`src/rtl/shmul_pkg.sv`:
```
package shmul_pkg;
   typedef enum logic [1:0] {
      SQ_IDLE  = 2'd0,
      SQ_TEST  = 2'd1,
      SQ_SHIFT = 2'd2
   } sq_state_t;
endpackage

```
`src/rtl/shmul_step_counter.sv`:
```
module shmul_step_counter #(
   parameter int W = 4
) (
   input  logic clk,
   input  logic rst_n,
   input  logic clr,
   input  logic sh,
   output logic last
);
   localparam int CW = (W > 2) ? $clog2(W) : 1;
   localparam logic [CW-1:0] LAST_CNT = CW'(W - 1);

   logic [CW-1:0] cnt;

   assign last = (cnt == LAST_CNT);

   always_ff @(posedge clk or negedge rst_n) begin
      if (!rst_n)          cnt <= '0;
      else if (clr)        cnt <= '0;
      else if (sh && last) cnt <= '0;
      else if (sh)         cnt <= cnt + 1'b1;
   end

   // counter bounded and wraps after the final shift
   assert_cnt_bound_R9: assert property (@(posedge clk) disable iff (!rst_n)
      cnt <= LAST_CNT);
   assert_cnt_wrap_R9: assert property (@(posedge clk) disable iff (!rst_n)
      (sh && last && !clr) |=> (cnt == '0));
endmodule

```
`src/rtl/shmul_seq.sv`:
```
module shmul_seq
   import shmul_pkg::*;
(
   input  logic clk,
   input  logic rst_n,
   input  logic start,
   input  logic m,
   input  logic last,
   output logic ld,
   output logic ad,
   output logic sh,
   output logic done
);
   sq_state_t state, state_nx;

   always_comb begin
      state_nx = state;
      ld = 1'b0;
      ad = 1'b0;
      sh = 1'b0;
      unique case (state)
         SQ_IDLE: begin
            if (start) begin
               ld       = 1'b1;
               state_nx = SQ_TEST;
            end
         end
         SQ_TEST: begin
            if (m) begin
               ad       = 1'b1;
               state_nx = SQ_SHIFT;
            end else begin
               sh = 1'b1;
               if (last) state_nx = SQ_IDLE;
            end
         end
         SQ_SHIFT: begin
            sh       = 1'b1;
            state_nx = last ? SQ_IDLE : SQ_TEST;
         end
         default: state_nx = SQ_IDLE;
      endcase
   end

   always_ff @(posedge clk or negedge rst_n) begin
      if (!rst_n) begin
         state <= SQ_IDLE;
         done  <= 1'b0;
      end else begin
         state <= state_nx;
         done  <= sh && last;
      end
   end

   // completion is a single-cycle pulse
   assert_done_pulse_R4: assert property (@(posedge clk) disable iff (!rst_n)
      done |=> !done);
   // an add only when the inspected accumulator bit is 1
   assert_add_on_one_R5: assert property (@(posedge clk) disable iff (!rst_n)
      ad |-> m);
   // a start seen mid-operation is not loaded on the next edge
   assert_busy_ignore_R6: assert property (@(posedge clk) disable iff (!rst_n)
      (ad || (sh && !last)) |=> !ld);
endmodule

```
`src/rtl/shmul_datapath.sv`:
```
module shmul_datapath #(
   parameter int W           = 4,
   parameter bit LATCH_MCAND = 1'b1
) (
   input  logic           clk,
   input  logic           rst_n,
   input  logic           ld,
   input  logic           ad,
   input  logic           sh,
   input  logic [W-1:0]   mplier,
   input  logic [W-1:0]   mcand,
   output logic           m,
   output logic [2*W-1:0] product
);
   localparam int PW = 2 * W;
   localparam int AW = PW + 1;

   logic [AW-1:0] acc;
   logic [W-1:0]  mc_use;
   logic [W:0]    sum;

   generate
      if (LATCH_MCAND) begin : g_mc_reg
         logic [W-1:0] mc_q;
         always_ff @(posedge clk or negedge rst_n) begin
            if (!rst_n)  mc_q <= '0;
            else if (ld) mc_q <= mcand;
         end
         assign mc_use = mc_q;
      end else begin : g_mc_wire
         assign mc_use = mcand;
      end
   endgenerate

   assign sum     = {1'b0, acc[PW-1:W]} + {1'b0, mc_use};
   assign m       = acc[0];
   assign product = acc[PW-1:0];

   always_ff @(posedge clk or negedge rst_n) begin
      if (!rst_n)  acc <= '0;
      else if (ld) acc <= {{(W+1){1'b0}}, mplier};
      else if (ad) acc <= {sum, acc[W-1:0]};
      else if (sh) acc <= {1'b0, acc[AW-1:1]};
   end

   // load clears the upper part and places the multiplier low
   assert_load_R2: assert property (@(posedge clk) disable iff (!rst_n)
      ld |=> (acc[AW-1:W] == '0) && (acc[W-1:0] == $past(mplier)));
   // carry bit is free before every add
   assert_carry_free_R10: assert property (@(posedge clk) disable iff (!rst_n)
      ad |-> !acc[AW-1]);
   // shift moves the whole accumulator one place right
   assert_shift_R5: assert property (@(posedge clk) disable iff (!rst_n)
      (sh && !ld && !ad) |=> (acc == {1'b0, $past(acc[AW-1:1])}));
endmodule

```
`src/rtl/shift_add_mul.sv`:
```
module shift_add_mul #(
   parameter int W           = 4,
   parameter bit LATCH_MCAND = 1'b1
) (
   input  logic           clk,
   input  logic           rst_n,
   input  logic           start,
   input  logic [W-1:0]   mplier,
   input  logic [W-1:0]   mcand,
   output logic [2*W-1:0] product,
   output logic           done
);
   generate
      if (W < 2) begin : g_bad_width
         $error("shift_add_mul: W must be at least 2");
      end
   endgenerate

   logic ld, ad, sh, m, last;

   shmul_seq u_seq (
      .clk   (clk),
      .rst_n (rst_n),
      .start (start),
      .m     (m),
      .last  (last),
      .ld    (ld),
      .ad    (ad),
      .sh    (sh),
      .done  (done)
   );

   shmul_step_counter #(.W(W)) u_cnt (
      .clk   (clk),
      .rst_n (rst_n),
      .clr   (ld),
      .sh    (sh),
      .last  (last)
   );

   shmul_datapath #(.W(W), .LATCH_MCAND(LATCH_MCAND)) u_dp (
      .clk     (clk),
      .rst_n   (rst_n),
      .ld      (ld),
      .ad      (ad),
      .sh      (sh),
      .mplier  (mplier),
      .mcand   (mcand),
      .m       (m),
      .product (product)
   );
endmodule

```
`config.mk`:
```
export PLATFORM = sky130hd
export DESIGN_NAME = shift_add_mul
export DESIGN_NICKNAME = d
export VERILOG_FILES = /design/src/rtl/shmul_pkg.sv /design/src/rtl/shmul_step_counter.sv /design/src/rtl/shmul_seq.sv /design/src/rtl/shmul_datapath.sv /design/src/rtl/shift_add_mul.sv
export SDC_FILE = /design/constraint.sdc
export NUM_CORES = 1
export LEC_CHECK = 0
export BUFFER_PORTS_ARGS = -buffer_cell sky130_fd_sc_hd__buf_2
export CORE_MARGIN = 2
export CORE_UTILIZATION = 26
export CTS_BUF_LIST = sky130_fd_sc_hd__clkbuf_16
export CTS_CLUSTER_DIAMETER = 60
export DETAILED_ROUTE_END_ITERATION = 8
export PLACE_DENSITY = 0.52
export SYNTH_ARGS = -nofsm -noshare
export SYNTH_HDL_FRONTEND = slang
export SYNTH_SLANG_ARGS = --single-unit
```
`constraint.sdc`:
```
create_clock -name clk -period 1.55 [get_ports clk]
set_input_delay 0.155 -clock clk [delete_from_list [all_inputs] [get_ports clk]]
set_output_delay 0.155 -clock clk [all_outputs]
set_load 0.05 [all_outputs]
```
# Word level (Yosys, flattened, before mapping)
# Index checks and enable logic that the tools add are counted.
[word_totals]
out_inout_bits = 9
in_bits = 11
word_cells = 38
register_bits = 18
[op_classes]
add_sub_neg = 2
n_mux = 17
n_eq_ne = 6
n_reduce_logical = 7
[op_table]
columns = ["cell", "n"]
rows = [
  ["9-bit two-way mux", 3],
  ["2-bit two-way mux", 6],
  ["1-bit two-way mux", 6],
  ["2-bit one-hot mux with 3 select lines", 1],
  ["3-bit nonzero test", 2],
  ["4-bit by 4-bit adder with 5-bit output", 1],
  ["2-bit equality test (second input constant)", 2],
  ["2-bit inequality test (second input constant)", 2],
  ["2-bit AND reduction", 2],
  ["3-bit by 1-bit inequality test with 1-bit output (second input constant)", 1],
  ["2-bit by 1-bit adder with 2-bit output (second input constant)", 1],
  ["2-bit by 1-bit equality test with 1-bit output (second input constant)", 1],
  ["2-bit logical NOT", 1],
  ["1-bit one-hot mux with 2 select lines", 1],
  ["2-bit nonzero test", 1],
  ["1-bit logical AND", 1],
]

# Longest topological paths before layout
# Gate-level depths: netlist (run 1).
[depth]
word_depth = 5
depth_mapped = 7
ltp_nobuf = 6

# Hierarchy
# A second synthesis (run 1) with hierarchy kept.
[unflattened]
cells_unflattened = 107
hier_area_um2 = 1139.8
[by_module_without_submodules]
columns = ["mod", "seq_area_each_um2", "area_each_um2", "cells_per_inst", "n_inst"]
rows = [
  ["shmul_datapath", 325.3, 798.3, 76, 1],
  ["shmul_seq", 75.1, 245.2, 23, 1],
  ["shmul_step_counter", 50.0, 96.3, 8, 1],
]

# Least setup slack after synthesis (run 1)
# OpenSTA, ideal clock, no wires.
[synth_timing]
path_type = "reg-to-reg"
start = "register u_seq.state[1]"
end = "register u_cnt.cnt[0]"
setup_slack_ns = 0.032
stages_incl_launch_ff = 7
synth_period_minus_slack_ns = 1.518
arrival_time_ns = 1.440
setup_time_ns = 0.078
path_buffers = 0
t_required_ns = 1.472
path_cell_list = "dfrtp_1 inv_1 ha_1 nor2b_4 o21ai_4 or3_1 a21oi_1"
[synth_via]
elab_chain_len = 5
elab_cells_between_ends = 9
cone_classes = "2 x eq/ne; 4 x mux; 3 x reduce/logical"
[synth_rtl]
columns = ["element", "line_no", "rtl"]
rows = [
  ["start: declaration", "shmul_seq.sv:14", "sq_state_t state, state_nx;"],
  ["start signal: assignment", "shmul_seq.sv:50", "state <= state_nx;"],
  ["2-bit equality test or 2-bit by 1-bit equality test with 1-bit output (tied branches)", "shmul_seq.sv:21", "unique case (state)"],
  ["1-bit one-hot mux with 2 select lines", "shmul_seq.sv:21", ""],
  ["1-bit logical AND", "shmul_step_counter.sv:20", "else if (sh && last) cnt <= '0;"],
  ["2-bit two-way mux", "shmul_step_counter.sv:20", ""],
  ["2-bit two-way mux", "shmul_step_counter.sv:19", "else if (clr) cnt <= '0;"],
  ["end signal: assignment", "shmul_step_counter.sv:21", "else if (sh) cnt <= cnt + 1'b1;"],
  ["end: declaration", "shmul_step_counter.sv:13", "logic [CW-1:0] cnt;"],
]
# Parallel ways exist; a longest one is shown, timed or not.
# A chain may end at the register's enable or synchronous reset.

# Final worst setup path (run 1)
# Same ends and word-level chain as after synthesis.

==> results of run 1 <==
power by group:
part | leakage [nW] | switching, W | internal (W)
registers | 0.227 | 0.000182 | 0.000680
logic | 0.453 | 0.00117 | 0.000865
clock network | 0.0385 | 0.000182 | 0.000343
worst max-delay path by stage:
stage,from,endpoint,slack [ns],cells past startpoint
floorplan,u_seq.state[1],u_cnt.cnt[0],0.03,6
global placement,u_seq.state[1],u_cnt.cnt[0],0.02,5
detailed placement,u_seq.state[1],u_seq.state[0],-0.09,6
CTS,u_seq.state[1],u_dp.acc[1],-0.01,7
global route,u_seq.state[1],u_cnt.cnt[0],-0.08,6
finish,u_seq.state[1],u_cnt.cnt[0],-0.008,6
flip-flops by register name, summed over array words and instances, names as in the netlist:
signal	cells
u_cnt.cnt	2
u_seq.done	1
u_dp.acc	9
u_seq.state	2
u_dp.g_mc_reg.mc_q	4
placed cells by master, fill, tap and decap left out, drive strengths merged, types with 2 or more instances in the layout:
master / n
inv: 6
ha: 9
nand2: 19
nor2b: 5
mux2i: 6
nor2: 5
buf: 31
o21ai: 13
nand3: 2
a21oi: 7
a21o: 2
clkbuf: 3
dfrtp: 18
cell families (layout without fill, tap and decap cells):
kind of cell,count (synthesis),count (layout),synth area share
AND/OR/NAND/NOR,35,35,0.150
AO/OA/AOI/OAI,28,28,0.159
flip-flops,18,18,0.406
buffers and inverters,17,42,0.0857
adder cells (fa/ha/maj),10,10,0.120
multiplexers,7,7,0.0643
XOR/XNOR,2,2,0.0158
through the flow:
step	setup slack, ns	setup TNS (ns)	instance area (um^2)	hold slack [ns]
after floorplan	0.0325	0	1110	-0.141
after global placement	0.0219	0	1240	0.114
after detailed placement	-0.0856	-0.262	1240	0.122
final	-0.00839	-0.00839	1450	0.0882
after CTS	-0.0141	-0.0268	1390	0.0889
after global routing	-0.0823	-0.339	1450	0.116
worst min-delay path, stage by stage:
cell and delay, ns:
buf_2 0.07, nand2_1 0.04, nand2_1 0.04
layer usage:
metal  routed length, um  part of all wire
met5                   0                 0
met4                  41             0.017
met3                  59             0.024
met2                1240              0.50
met1                1140              0.46
timing repair:
action,CTS,global route
hold endpoints to repair,18,0
pin swaps,2,8
hold buffers,1,0
resized for setup,8,17
buffers inserted,4,2
setup endpoints to repair,7,12
final cells by class:
cell class	count	share of cell area
multi-input combinational	82	0.439
sequential	18	0.311
timing repair buffer	32	0.137
clock buffer	3	0.0518
tap	50	0.0431
inverter	6	0.0155
clock inverter	1	0.00259
==> impl_metrics.json, run 1 <==
{
  "fin_skew_ns": 0.00537,
  "die_x_um": 69.3,
  "dieHeight_um": 69.3,
  "gp_congestion": 0.744,
  "drive_above_1_share": 0.359,
  "synth_nets": 138,
  "cpMaxStageDelayCell": "dfrtp_1",
  "worstPathMaxFanout": 7,
  "grtUsageTotal": 0.108,
  "cts_buffers": 3,
  "post-route-period-util": 1.01,
  "clock_sink_count": 18,
  "ctsHtreeMaxLevel": 1,
  "synth_top_area_cell": "dfrtp_1",
  "ys_seq_area_frac": 0.406,
  "synth.most_common_cell": "nand2_1",
  "syn2layout_area_growth_pct": 30.7,
  "violations": "setup timing",
  "initial_core_util": 0.274,
  "synth_flop_cell": "dfrtp_1",
  "rrSetupSlack_ns": -0.008,
  "fill_cells": 399,
  "drc": 0,
  "dp_cells": 181,
  "register_area_um2": 450,
  "busiest_layer": "met2",
  "grt_pass1_wl_um": 4150,
  "yosysUniqueCellTypes": 31,
  "cp_top_family": "simple AND/OR/NAND/NOR gates",
  "tightest_slew_ns": 0.434,
  "power.density_nw_per_um2": 2360,
  "finalWirelength_um": 2480,
  "r2r-end": "u_cnt.cnt[0]",
  "ys_ff_latch": 18,
  "cts.path.max_buffers": 2,
  "coreArea_um2": 4060,
  "use_met3": 0.0189,
  "cp.required_ns": 1.73,
  "fin_crit_ns": 1.56,
  "status": "finished, violations left",
  "cp-start-kind": "register",
  "maxCapViolCount": 0,
  "syn_inst": 117,
  "ys_warn_count": 0,
  "antenna_found_initial": 0,
  "synth_edf_count": 0,
  "clk_pin_slew_ns": 0.06,
  "max_stage_delay_ns": 0.41,
  "holdCritStartpoint": "mcand[0]",
  "overflow": 0,
  "cts_tree": "built",
  "slew_violations": 0,
  "synth_area_leaders": "dfrtp_1, ha_1, nand2_1",
  "via_per_inst": 4.63,
  "holdPathEnd": "u_dp.g_mc_reg.mc_q[0]",
  "avgSynthCellArea_um2": 9.49,
  "path_buf_inv": 1,
  "crit_chain": "inv_2 > ha_4 > nor2b_4 > o21ai_4 > or3_4 > a21oi_2",
  "drt-pass1-iter-count": 3,
  "yosys-top-cells-count": "nand2_1, dfrtp_1, o21ai_0",
  "port_buffers": 19,
  "routedWlPerCell_um": 12.9,
  "crit_arrival_ns": 1.74,
  "setup-violations-final": 1,
  "critical_path_class": "reg -> reg",
  "min_path_cells": 3,
  "vias": 889,
  "cts-root-buf": "clkbuf_16",
  "rows": 23,
  "antenna_cells": 0,
  "p_leak_nw": 0.719,
  "use_met1": 0.142,
  "die-area_um2": 4810,
  "grt_pass1_vias": 851,
  "insertion_delay_ns": 0.25,
  "yosysTopAreaCellShare": 0.406,
  "io_pins": 20,
  "drtIter0Drc": 6,
  "layout.nets": 164,
  "power.total_w": 0.00342,
  "worstRegToRegCells": 6,
  "stdcell_count": 192,
  "max_clock_freq_mhz": 642,
  "relSlewSlack": 0.711,
  "setup_ws_ns": -0.00839,
  "multi_input_area_um2": 637,
  "rsz0062_at_grt": "yes",
  "post-dp-hpwl_um": 1750,
  "post-route-util": 0.357,
  "min_path_type": "in -> reg",
  "vdd_drop_max_mv": 0.871,
  "grt_max_degree": 19,
  "drtAntennaViolNets": 0,
  "met2_usage": 0.173,
  "synth_area_um2": 1110,
  "worst_setup_path_end_kind": "register",
  "r2r_start": "u_seq.state[1]",
  "async_flop_share": 1.00,
  "hold_viol": 0
}
Note: power is estimated with default switching activity, not from simulation.
==> run 2, diff against run 1 <==
--- a/config.mk
+++ b/config.mk
@@ -7,11 +7,11 @@
 export LEC_CHECK = 0
 export BUFFER_PORTS_ARGS = -buffer_cell sky130_fd_sc_hd__buf_2
 export CORE_MARGIN = 2
-export CORE_UTILIZATION = 26
+export CORE_UTILIZATION = 35
 export CTS_BUF_LIST = sky130_fd_sc_hd__clkbuf_16
 export CTS_CLUSTER_DIAMETER = 60
 export DETAILED_ROUTE_END_ITERATION = 8
-export PLACE_DENSITY = 0.52
+export PLACE_DENSITY = 0.63
 export SYNTH_ARGS = -nofsm -noshare
 export SYNTH_HDL_FRONTEND = slang
 export SYNTH_SLANG_ARGS = --single-unit
==> run 2 against run 1 <==
The flow now finishes without violations; sequential cell count unchanged; worst setup slack improved by 0.025 ns; largest power group unchanged; via count is 4.5% lower; register-to-register slack gained 0.02 ns.
==> impl_metrics.json, run 2 (synthesized netlist as in run 1, its figures left out) <==
{
  "status": "completed",
  "final_area_um2": 1390,
  "grtUsageTotal": 0.132,
  "register_area_um2": 452,
  "post-route-period-util": 0.990,
  "cts-root-buf": "clkbuf_16",
  "post-dp-hpwl_um": 1670,
  "port_buffers": 19,
  "power.density_nw_per_um2": 2360,
  "multi_input_area_um2": 613,
  "swShare": 0.449,
  "syn2layout_area_growth_pct": 25.3,
  "cts.path.max_buffers": 2,
  "vdd_drop_max_mv": 0.613,
  "place_area_um2": 1250,
  "p_switching_w": 0.00147,
  "critical_path_class": "reg -> reg",
  "fin_skew_ns": 0.00368,
  "grt_pass1_wl_um": 3590,
  "crit_chain": "inv_2 > ha_4 > nor2b_4 > o21ai_4 > nand2_1 > a221oi_2",
  "setup-violations-final": 0,
  "vias": 849,
  "routedWlPerCell_um": 12.5,
  "post-route-util": 0.459,
  "tightest_slew_ns": 0.418,
  "hold_viol": 0,
  "overflow": 0,
  "gp_congestion": 0.825,
  "p_comb_frac": 0.583,
  "rows": 20,
  "cts_tree": "built",
  "die_x_um": 60.3,
  "initial_core_util": 0.367,
  "p_leak_nw": 0.693,
  "drc": 0,
  "worstPathMaxFanout": 7,
  "reg_top3": "u_dp.acc x9, u_dp.g_mc_reg.mc_q x4",
  "cp.required_ns": 1.70,
  "min_path_type": "in -> reg",
  "grt_max_degree": 19,
  "crit_arrival_ns": 1.69,
  "max_clock_freq_mhz": 652,
  "dieHeight_um": 60.3,
  "fin_crit_ns": 1.53,
  "drtIter0Drc": 33,
  "slew_violations": 0,
  "ctsHtreeMaxLevel": 1,
  "cp-start-kind": "register",
  "regMostFlops": "u_dp.acc",
  "p_int_w": 0.00181,
  "worst_setup_path_end_kind": "register",
  "die-area_um2": 3640,
  "coreArea_um2": 3030,
  "cpMaxStageDelayCell": "dfrtp_1",
  "io_pins": 20,
  "pwr-share-clk": 0.156,
  "clk_pin_slew_ns": 0.05,
  "fill_cells": 279,
  "drive_above_1_share": 0.326,
  "antenna_cells": 0,
  "cp_top_family": "compound AO/OA/AOI/OAI gates",
  "drt-pass1-iter-count": 3,
  "drtAntennaViolNets": 0,
  "clock_sink_count": 18,
  "antenna_found_initial": 0,
  "maxCapViolCount": 0,
  "layout.nets": 160,
  "largest_reg_flops": 9,
  "via_per_inst": 4.66,
  "path_buf_inv": 1,
  "cts_buffers": 3,
  "max_stage_delay_ns": 0.40,
  "p_seq_frac": 0.260,
  "final_cell_mix": "nand2_1, buf_2, dfrtp_1, o21ai_0, buf_4",
  "rsz0062_at_grt": "yes",
  "grt_pass1_vias": 780,
  "relSlewSlack": 0.721,
  "insertion_delay_ns": 0.25,
  "finalWirelength_um": 2280
}
[run 2: changes by cell type in the layout (fill, tap and decap cells not counted)]
cell / before / now
nor2b_4: 2 / 1
nor2b_1: 3 / 4
buf_4: 11 / 7
ha_4: 3 / 2
dfrtp_2: 0 / 1
dfrtp_1: 18 / 17
ha_1: 5 / 6
o21ai_1: 6 / 3
o21ai_2: 2 / 1
o21ai_0: 4 / 8
[run 2: power by group through the flow]
stage	logic, W	registers (W)	clock network, W
2_1_floorplan	0.00146	0.000824	0
3_3_place_gp	0.00176	0.000835	0
3_5_place_dp	0.00177	0.000848	0
4_1_cts	0.00182	0.000845	0.000523
5_1_grt	0.00212	0.000879	0.000547
6_report	0.00192	0.000854	0.000513
[run 2: through the flow]
stage          hold WS, ns  instances  total power (W)  TNS [ns]  setup WS, ns
3_5_place_dp         0.120        177          0.00262   -0.0222       -0.0205
3_3_place_gp         0.113        177          0.00259         0        0.0293
4_1_cts             0.0971        182          0.00318         0        0.0123
6_report            0.0969        182          0.00328         0        0.0161
5_1_grt              0.111        182          0.00354    -0.262       -0.0872
2_1_floorplan       -0.141        117          0.00228         0        0.0325
[run 2: layer usage]
layer  track usage  part of all wire  up-vias
met5             0                 0        -
met4        0.0381            0.0088        0
met3        0.0216             0.029        2
met1         0.185              0.47      401
met2         0.210              0.49       14
li1              -                 -      432
[run 2: repair_timing]
item / CTS / global route
setup endpoints to repair: 3 / 9
hold endpoints to repair: 18 / 0
resized for setup: 5 / 12
hold buffers: 1 / 0
pin swaps: 1 / 5
setup buffers: 0 / 0
[run 2: final cells by class]
class | instances | share of cell area
inverters | 6 | 0.0162
multi-input cells | 82 | 0.441
clock buffers | 3 | 0.0540
clock inverters | 1 | 0.00270
flip-flops and latches | 18 | 0.325
repair buffers | 28 | 0.122
well taps | 44 | 0.0396
[run 2: final timing paths]
| path | from | endpoint | slack [ns] | cells past startpoint |
|---|---|---|---|---|
| setup / recovery | u_seq.state[1] | u_dp.acc[8] | 0.02 | 6 |
| hold / removal | mcand[2] | u_dp.g_mc_reg.mc_q[2] | 0.1 | 3 |
| setup reg to reg | u_seq.state[1] | u_dp.acc[8] | 0.02 | 6 |
| hold reg to reg | u_dp.g_mc_reg.mc_q[3] | u_dp.g_mc_reg.mc_q[3] | 0.49 | 2 |
| min in group asynchronous | rst_n | u_dp.g_mc_reg.mc_q[1] | 0.38 | 2 |
| max in group asynchronous | rst_n | u_seq.state[0] | 0.86 | 2 |
[run 2: tightest hold or removal path, stage by stage]
cell	delay [ns]
buf_2	0.07
nand2_1	0.04
nand2_1	0.04
==> run 3, diff against run 2 <==
--- a/config.mk
+++ b/config.mk
@@ -7,11 +7,11 @@
 export LEC_CHECK = 0
 export BUFFER_PORTS_ARGS = -buffer_cell sky130_fd_sc_hd__buf_2
 export CORE_MARGIN = 2
-export CORE_UTILIZATION = 35
+export CORE_UTILIZATION = 49
 export CTS_BUF_LIST = sky130_fd_sc_hd__clkbuf_16
 export CTS_CLUSTER_DIAMETER = 60
 export DETAILED_ROUTE_END_ITERATION = 8
-export PLACE_DENSITY = 0.63
+export PLACE_DENSITY = 0.81
 export SYNTH_ARGS = -nofsm -noshare
 export SYNTH_HDL_FRONTEND = slang
 export SYNTH_SLANG_ARGS = --single-unit
==> run 3 against run 2 <==
Non-clock buffer count up 1; largest power group unchanged; critical path type unchanged; die area down 27%; clock power about the same; routed wire length down 3.1%; first-iteration DRC count down 88%; sequential cell count unchanged; cell area up 0.81%.
==> impl_metrics.json, run 3 (synthesized netlist as in run 1, its figures left out) <==
{
  "rrSetupSlack_ns": 0.01,
  "cts-root-buf": "clkbuf_16",
  "regMostFlops": "u_dp.acc",
  "critical_path_class": "reg -> reg",
  "min_path_type": "in -> reg",
  "post-route-period-util": 0.994,
  "cts_tree": "built",
  "dp_cells": 159,
  "cpMaxStageDelayCell": "dfrtp_1",
  "tns_ns": 0,
  "coreArea_um2": 2170,
  "dieHeight_um": 51.6,
  "drtIter0Drc": 4,
  "max_clock_freq_mhz": 649,
  "worstRegToRegCells": 6,
  "drtAntennaViolNets": 0,
  "drt-pass1-iter-count": 3,
  "r2r-end": "u_cnt.cnt[0]",
  "drc": 0,
  "gp_congestion": 0.809,
  "final_common_cell": "buf_2",
  "clock_sink_count": 18,
  "via_per_inst": 5.25,
  "syn2layout_area_growth_pct": 26.3,
  "grt_pass1_wl_um": 3570,
  "p_leak_nw": 0.702,
  "rows": 17,
  "overflow": 0,
  "r2r_start": "u_seq.state[1]",
  "grt_pass1_vias": 809,
  "slew_violations": 0,
  "fin_skew_ns": 0.00300,
  "status": "completed",
  "die-area_um2": 2660,
  "tightest_slew_ns": 0.416,
  "grt_max_degree": 19,
  "crit_chain": "inv_2 > ha_4 > nor2b_4 > o21ai_4 > or3_4 > a21oi_2",
  "worst_setup_path_end_kind": "register",
  "path_buf_inv": 1,
  "reg_top3": "u_dp.acc x9, u_dp.g_mc_reg.mc_q x4",
  "min_path_cells": 3,
  "clk_pin_slew_ns": 0.05,
  "final_cell_mix": "buf_2, nand2_1, dfrtp_1, o21ai_0, buf_4",
  "finalWirelength_um": 2210,
  "crit_cells": 6,
  "drive_above_1_share": 0.353,
  "routedWlPerCell_um": 13.2,
  "worstPathMaxFanout": 8,
  "cts_buffers": 3,
  "maxCapViolCount": 0,
  "relSlewSlack": 0.723,
  "cp.required_ns": 1.73,
  "grtUsageTotal": 0.186,
  "cp_top_family": "simple AND/OR/NAND/NOR gates",
  "crit_start": "u_seq.state[1]",
  "cp-start-kind": "register",
  "antenna_cells": 0,
  "port_buffers": 19,
  "die_x_um": 51.6,
  "largest_reg_flops": 9,
  "stdcell_count": 167,
  "setup-violations-final": 0,
  "layout.nets": 161,
  "max_stage_delay_ns": 0.41,
  "insertion_delay_ns": 0.25,
  "timing.hold.ws_ns": 0.0979,
  "fin_crit_ns": 1.54,
  "holdCritStartpoint": "mcand[3]",
  "initial_core_util": 0.512,
  "crit_arrival_ns": 1.72,
  "power.density_nw_per_um2": 2390,
  "vias": 877,
  "power.total_w": 0.00335,
  "antenna_found_initial": 0,
  "rsz0062_at_grt": "yes",
  "holdPathEnd": "u_dp.g_mc_reg.mc_q[3]",
  "hold_viol": 0,
  "cts.path.max_buffers": 2,
  "post-route-util": 0.646,
  "ctsHtreeMaxLevel": 1,
  "vdd_drop_max_mv": 1.43,
  "io_pins": 20,
  "post-dp-hpwl_um": 1610
}
-- run 3: how the worst max path moves through the flow --
| stage | to | slack, ns |
|---|---|---|
| floorplan | u_cnt.cnt[0] | 0.03 |
| CTS | u_cnt.cnt[0] | -0.005 |
| finish | u_cnt.cnt[0] | 0.01 |
| global placement | u_cnt.cnt[0] | 0.03 |
| global route | u_dp.acc[2] | -0.07 |
| detailed placement | u_seq.state[0] | -0.09 |
-- run 3: area by class of cell --
type / count / area (um^2)
Fill cell: 187 / 768
Multi-Input combinational cell: 82 / 637
Sequential cell: 18 / 452
Timing Repair Buffer: 29 / 176
Clock buffer: 3 / 75.1
Tap cell: 28 / 35.0
Inverter: 6 / 22.5
Clock inverter: 1 / 3.75
-- run 3: per-layer routing --
metal / wire length, um / GRT usage / up-vias
met5: 0 / 0 / -
met4: 29 / 0.0789 / 0
met3: 59 / 0.0460 / 5
met2: 1170 / 0.327 / 12
met1: 945 / 0.214 / 425
li1: - / - / 435
-- run 3: repair_timing --
item                       CTS  global route
cloned                       0             0
hold buffers                 1             0
pin swaps                    1             7
setup endpoints to repair    6             8
hold endpoints to repair    18             0
resized for setup            7            14
buffers inserted             1             2
-- run 3: worst reg2reg max path, stage by stage (launching register included) --
cell and delay [ns]:
dfrtp_1 0.41, inv_2 0.12, ha_4 0.15, nor2b_4 0.22, o21ai_4 0.12, or3_4 0.34
a21oi_2 0.12
-- run 3: report_power, final --
group	internal, W	switching [W]
logic	0.000823	0.00116
registers	0.000684	0.000171
clock network	0.000343	0.000170
total	0.00185	0.00150
-- run 3: through the flow --
step	worst slack (ns)	instance area, um^2
after global routing	-0.0656	1400
final	0.00960	1400
after floorplan	0.0325	1110
after detailed placement	-0.0911	1210
after CTS	-0.00489	1330
after global placement	0.0267	1210
